**src/rtl/sfu_pkg.sv**
```systemverilog
package sfu_pkg;
   typedef enum logic [1:0] {
      PH_IDLE = 2'd0,
      PH_READ = 2'd1,
      PH_ADDR = 2'd2,
      PH_WRITE = 2'd3
   } sfu_phase_e;

   typedef struct packed {
      logic iss;
      logic rd;
      logic ad;
      logic wr;
   } sfu_acc_t;
endpackage

```
**src/rtl/sfu_phase_ctl.sv**
```systemverilog
module sfu_phase_ctl
   import sfu_pkg::*;
(
   input  logic       clk,
   input  logic       rst_n,
   input  logic       issue,
   input  logic       go_read,
   input  logic       go_addr,
   input  logic       go_write,
   output sfu_phase_e phase,
   output sfu_acc_t   acc,
   output logic       err_q
);
   sfu_phase_e phase_n;
   logic       stray;

   always_comb begin
      acc.iss = issue    && (phase == PH_IDLE);
      acc.rd  = go_read  && (phase == PH_READ);
      acc.ad  = go_addr  && (phase == PH_ADDR);
      acc.wr  = go_write && (phase == PH_WRITE);
      stray = (go_read  && (phase != PH_READ))
           || (go_addr  && (phase != PH_ADDR))
           || (go_write && (phase != PH_WRITE));
   end

   always_comb begin
      phase_n = phase;
      unique case (phase)
         PH_IDLE:  if (acc.iss) phase_n = PH_READ;
         PH_READ:  if (acc.rd)  phase_n = PH_ADDR;
         PH_ADDR:  if (acc.ad)  phase_n = PH_WRITE;
         PH_WRITE: if (acc.wr)  phase_n = PH_IDLE;
         default:               phase_n = PH_IDLE;
      endcase
   end

   always_ff @(posedge clk or negedge rst_n) begin
      if (!rst_n) begin
         phase <= PH_IDLE;
         err_q <= 1'b0;
      end else begin
         phase <= phase_n;
         err_q <= stray;
      end
   end
endmodule

```
**src/rtl/sfu_cap_reg.sv**
```systemverilog
module sfu_cap_reg #(
   parameter int W     = 16,
   parameter bit TRACK = 1'b1
) (
   input  logic         clk,
   input  logic         rst_n,
   input  logic         open_i,
   input  logic         grant_i,
   input  logic [W-1:0] d_i,
   output logic [W-1:0] q_o
);
   logic load;

   generate
      if (TRACK) begin : g_track
         assign load = open_i;
      end else begin : g_grant
         assign load = open_i && grant_i;
      end
   endgenerate

   always_ff @(posedge clk or negedge rst_n) begin
      if (!rst_n)    q_o <= '0;
      else if (load) q_o <= d_i;
   end
endmodule

```
**src/rtl/sfu_addr_gen.sv**
```systemverilog
module sfu_addr_gen #(
   parameter int W = 16
) (
   input  logic [W-1:0] base_i,
   input  logic [W-1:0] offs_i,
   output logic [W-1:0] sum_o
);
   logic [W:0] full;
   assign full  = {1'b0, base_i} + {1'b0, offs_i};
   assign sum_o = full[W-1:0];
endmodule

```
**src/rtl/store_fu_seq.sv**
```systemverilog
module store_fu_seq
   import sfu_pkg::*;
#(
   parameter int DATA_W     = 16,
   parameter int OP_W       = 8,
   parameter bit TRACK_OPEN = 1'b1
) (
   input  logic              clk,
   input  logic              rst_n,
   input  logic              issue,
   input  logic [OP_W-1:0]   issue_op,
   input  logic              go_read,
   input  logic [DATA_W-1:0] rd_a,
   input  logic [DATA_W-1:0] rd_b,
   input  logic              go_addr,
   input  logic              go_write,
   input  logic [DATA_W-1:0] wr_data,
   output logic              busy,
   output logic              req_read,
   output logic              req_addr,
   output logic              req_write,
   output logic              grant_err,
   output logic [OP_W-1:0]   opcode_q,
   output logic [DATA_W-1:0] opa_q,
   output logic [DATA_W-1:0] opb_q,
   output logic [DATA_W-1:0] addr_q,
   output logic [DATA_W-1:0] result_q
);
   initial begin
      if (DATA_W < 1) $error("store_fu_seq: DATA_W must be at least 1");
      if (OP_W < 1)   $error("store_fu_seq: OP_W must be at least 1");
   end

   sfu_phase_e        phase;
   sfu_acc_t          acc;
   logic [DATA_W-1:0] sum;
   logic              in_read, in_write;

   sfu_phase_ctl u_ctl (
      .clk(clk), .rst_n(rst_n), .issue(issue),
      .go_read(go_read), .go_addr(go_addr), .go_write(go_write),
      .phase(phase), .acc(acc), .err_q(grant_err)
   );

   assign in_read  = (phase == PH_READ);
   assign in_write = (phase == PH_WRITE);

   // opcode loads only at an accepted issue
   sfu_cap_reg #(.W(OP_W), .TRACK(1'b0)) u_op (
      .clk(clk), .rst_n(rst_n), .open_i(acc.iss), .grant_i(acc.iss),
      .d_i(issue_op), .q_o(opcode_q)
   );

   sfu_cap_reg #(.W(DATA_W), .TRACK(TRACK_OPEN)) u_opa (
      .clk(clk), .rst_n(rst_n), .open_i(in_read), .grant_i(acc.rd),
      .d_i(rd_a), .q_o(opa_q)
   );

   sfu_cap_reg #(.W(DATA_W), .TRACK(TRACK_OPEN)) u_opb (
      .clk(clk), .rst_n(rst_n), .open_i(in_read), .grant_i(acc.rd),
      .d_i(rd_b), .q_o(opb_q)
   );

   sfu_addr_gen #(.W(DATA_W)) u_agen (
      .base_i(rd_a), .offs_i(rd_b), .sum_o(sum)
   );

   // address is fixed at the read grant and held through the address phase
   sfu_cap_reg #(.W(DATA_W), .TRACK(1'b0)) u_addr (
      .clk(clk), .rst_n(rst_n), .open_i(acc.rd), .grant_i(acc.rd),
      .d_i(sum), .q_o(addr_q)
   );

   sfu_cap_reg #(.W(DATA_W), .TRACK(TRACK_OPEN)) u_res (
      .clk(clk), .rst_n(rst_n), .open_i(in_write), .grant_i(acc.wr),
      .d_i(wr_data), .q_o(result_q)
   );

   assign busy      = (phase != PH_IDLE);
   assign req_read  = in_read;
   assign req_addr  = (phase == PH_ADDR);
   assign req_write = in_write;
endmodule

```
**config.mk**
```make
export PLATFORM = sky130hd
export DESIGN_NAME = store_fu_seq
export DESIGN_NICKNAME = d
export VERILOG_FILES = /design/src/rtl/sfu_pkg.sv /design/src/rtl/sfu_phase_ctl.sv /design/src/rtl/sfu_cap_reg.sv /design/src/rtl/sfu_addr_gen.sv /design/src/rtl/store_fu_seq.sv
export SDC_FILE = /design/constraint.sdc
export NUM_CORES = 1
export LEC_CHECK = 0
export BUFFER_PORTS_ARGS = -buffer_cell sky130_fd_sc_hd__buf_4
export CAP_MARGIN = 0
export CORE_ASPECT_RATIO = 0.7
export CORE_MARGIN = 1.5
export CORE_UTILIZATION = 49
export DETAILED_ROUTE_END_ITERATION = 10
export GPL_ROUTABILITY_DRIVEN = 0
export PLACE_DENSITY = 0.87
export SYNTH_ARGS = -nofsm -noshare
export SYNTH_HDL_FRONTEND = slang
export SYNTH_SLANG_ARGS = --single-unit
export TNS_END_PERCENT = 5
```
**constraint.sdc**
```tcl
create_clock -name clk -period 2.1 [get_ports clk]
set_input_delay 0.42 -clock clk [delete_from_list [all_inputs] [get_ports clk]]
set_output_delay 0.42 -clock clk [all_outputs]
set_load 0.01 [all_outputs]
```
==> key figures <==
Synthesis
  – Main synth FF type: dfrtp_1
  – Syn nets: 391
  – Count leader, synth: dfrtp_1
  – Commonest cells post-synth: dfrtp_1 (75), mux2_2 (56), nand2_1 (27)
  – Post-synthesis sequential area ratio: 0.5085
  – Flip-flop and latch count after synthesis: 75
  – Largest area contributor in the netlist: dfrtp_1
  – Mean Syn Cell Area: 11.98 um2
  – YS warnings: 0
  – Synth async-reset ratio: 1.000
  – Largest cells by area after synthesis: dfrtp_1 (51%), mux2_2 (17%), ha_1 (6.8%), nand2_1 (2.7%), o21ai_0 (2.4%)
  – Cell area after synthesis: 0.003691 mm2
  – Post-synthesis cell type count: 52
  – Number of synthesized flops with an enable pin: 0
  – Top-area cell type share of the netlist area: 0.5085
  – Cells after Synth: 308

Detailed routing
  – Via-to-Cell Ratio: 5.343
  – Drt wl/cell: 16.27 um
  – Total number of vias: 3072
  – Routed Wire Length: 9355 um
  – Antenna Nets Post-Route: 0
  – First-pass DRT Iterations: 4
  – # DRC: 0
  – First DRT Iteration DRCs: 123

Critical path
  – Critical path required time: 2.31 ns
  – Crit end category: flop
  – Crit path launch type: input port
  – CP max FO: 2
  – Critical Path AT: 2.20 ns
  – Crit path kind: in2reg
  – R2r setup slk: 0.28 ns

Clock network
  – TritonCTS buffer count: 9
  – CTS resizes: 0
  – Clk pin slew, worst setup/hold paths: 0.08 ns
  – Clk buf depth: 2
  – CTS tree: yes
  – Worst-Skew Late Latency: 0.34 ns
  – H-tree depth: 3
  – CTS sink cnt: 75
  – Clock root cell: clkbuf_8
  – Setup bufs post-CTS: 0
  – Cts hold-fix bufs: 0

GRT
  – Vias in the first global route: 3075
  – GRT Util Overall: 0.2390
  – Largest net degree at the start of global routing: 43
  – GRT overflow: 0
  – First-pass GRT wire length: 14770 um
  – Initial antenna violation count: 0

Cells and area
  – Post-route insts no fill: 575
  – Layout cells sized above 1: 0.5115
  – Nets: 555
  – ANT cells: 0
  – Layout area overhead: 40.07%

Timing
  – Final Setup Violations: 0
  – Tcrit/Tclk final: 0.9473
  – Final hold violations: 0
  – Total negative slack: 0 ns
  – Max Clock Skew: 0.005022 ns
  – Worst Slack Setup Final: 0.1106 ns
  – Unrepaired setup endpoints after global routing: no
  – Min Tclk post-route: 1.989 ns
  – Relative slew slack: 0.6859
  – Max Slew Vio Count: 0
  – Worst Tran Pin Value: 0.4712 ns
  – FMAX: 502.7 MHz

Floorplanning
  – Core area: 0.007287 mm2
  – I/O pin cnt: 139
  – Die ar.: 0.008071 mm2
  – Num rows: 26
  – Initial core utilization: 0.5065
  – Die X-Extent: 106.7 um
  – Die span in y: 75.62 um

Status
  – Status: completed

Placement
  – Port bufs: 138
  – Dpl ws: -0.1768 ns
  – Placed Cells: 559
  – Hpwl dp: 7371 um

Run
  – Maxcap violations: 0

Power
  – Maximum vdd drop: 0.0008658 V
  – Power Density: 1362 mW/mm2
  – Leak: 2.488 nW

Hold path
  – Hold Crit Class: in2async
==> path summary, 6_finish.rpt <==
path,end,startpoint,depth (start not counted)
max,u_addr.q_o[8],rd_a[0],8
min,u_opb.q_o[2],rst_n,1
max reg2reg,u_addr.q_o[13],u_ctl.phase[1],6
min reg2reg,u_addr.q_o[0],u_addr.q_o[0],2
max in group asynchronous,u_op.q_o[0],rst_n,2
min in group clk,u_res.q_o[12],wr_data[12],2
==> flip-flops by register name, summed over array words and instances, names as in the netlist <==
register,cells
u_addr.q_o,16
u_opa.q_o,16
u_ctl.phase,2
u_res.q_o,16
u_op.q_o,8
u_opb.q_o,16
u_ctl.err_q,1
==> cell families (layout without fill, tap and decap cells) <==
group	after synthesis	after routing	synth area share
DFF	75	75	0.5085
AOI/OAI and AO/OA	67	67	0.1207
and+or+nand+nor	59	59	0.07764
muxes	56	56	0.1708
buffers and inverters	23	192	0.03254
adders and majority gates	21	21	0.07322
xor gates and xnor gates	7	7	0.01661
==> power breakdown <==
group	leakage, nW	switching, mW	internal, mW
logic	1.51	1.49	1.92
registers	0.893	0.413	2.18
clock network	0.0880	0.538	0.495
==> routing by layer <==
layer  wire [um]  GRT usage  up-vias
li1            -          -     1449
met1        4061     0.3116     1484
met2        4460     0.3782      124
met3         687    0.08127       15
met4         146    0.08741        0
met5           0          0        -
==> per-stage QoR <==
stage | util | hold slack (ns) | cell area, um2 | total power, mW
after global routing | 0.7095 | 0.04103 | 5170 | 7.534
after CTS | 0.7095 | 0.02269 | 5170 | 7.112
final | 0.7095 | 0.02361 | 5170 | 7.040
after global placement | 0.6837 | 0.3919 | 4982 | 5.884
after floorplan | - | 0.1244 | 3691 | 4.339
after detailed placement | 0.6837 | 0.4016 | 4982 | 6.061
==> final cells by class <==
class	instances	area [um2]
clock buffer	11	151.4
inverter	12	45.04
tap	98	122.6
multi-input combinational	210	1694
sequential	75	1877
clock inverter	5	36.28
timing repair buffer	164	1244
fill	556	2117
==> cells in the final DEF (no fill, tap or decap), drive strengths merged, types with 2 or more instances in the layout <==
| master | n |
|---|---|
| buf | 164 |
| dfrtp | 75 |
| mux2 | 56 |
| nand2 | 27 |
| o21ai | 21 |
| ha | 20 |
| inv | 13 |
| a21oi | 12 |
| clkbuf | 11 |
| nand4 | 6 |
| nor2 | 5 |
| xor2 | 5 |
| o21bai | 4 |
| o211ai | 4 |
| nand3 | 4 |
| a211oi | 4 |
| o21a | 3 |
| nor3 | 3 |
| clkinvlp | 3 |
| a21o | 3 |
| and2 | 2 |
| nand2b | 2 |
| o2111ai | 2 |
| a31o | 2 |
| o31ai | 2 |
| xnor2 | 2 |
| or2 | 2 |
| or3 | 2 |
| and3 | 2 |
==> worst max-delay path, stage by stage <==
cell and delay [ns]:
buf_4 0.11, ha_1 0.22, fa_1 0.41, a211oi_1 0.33, o21bai_1 0.16, a41oi_1 0.27
xor2_1 0.20, o21ai_0 0.09
Note: power is estimated with default switching activity, not from simulation.
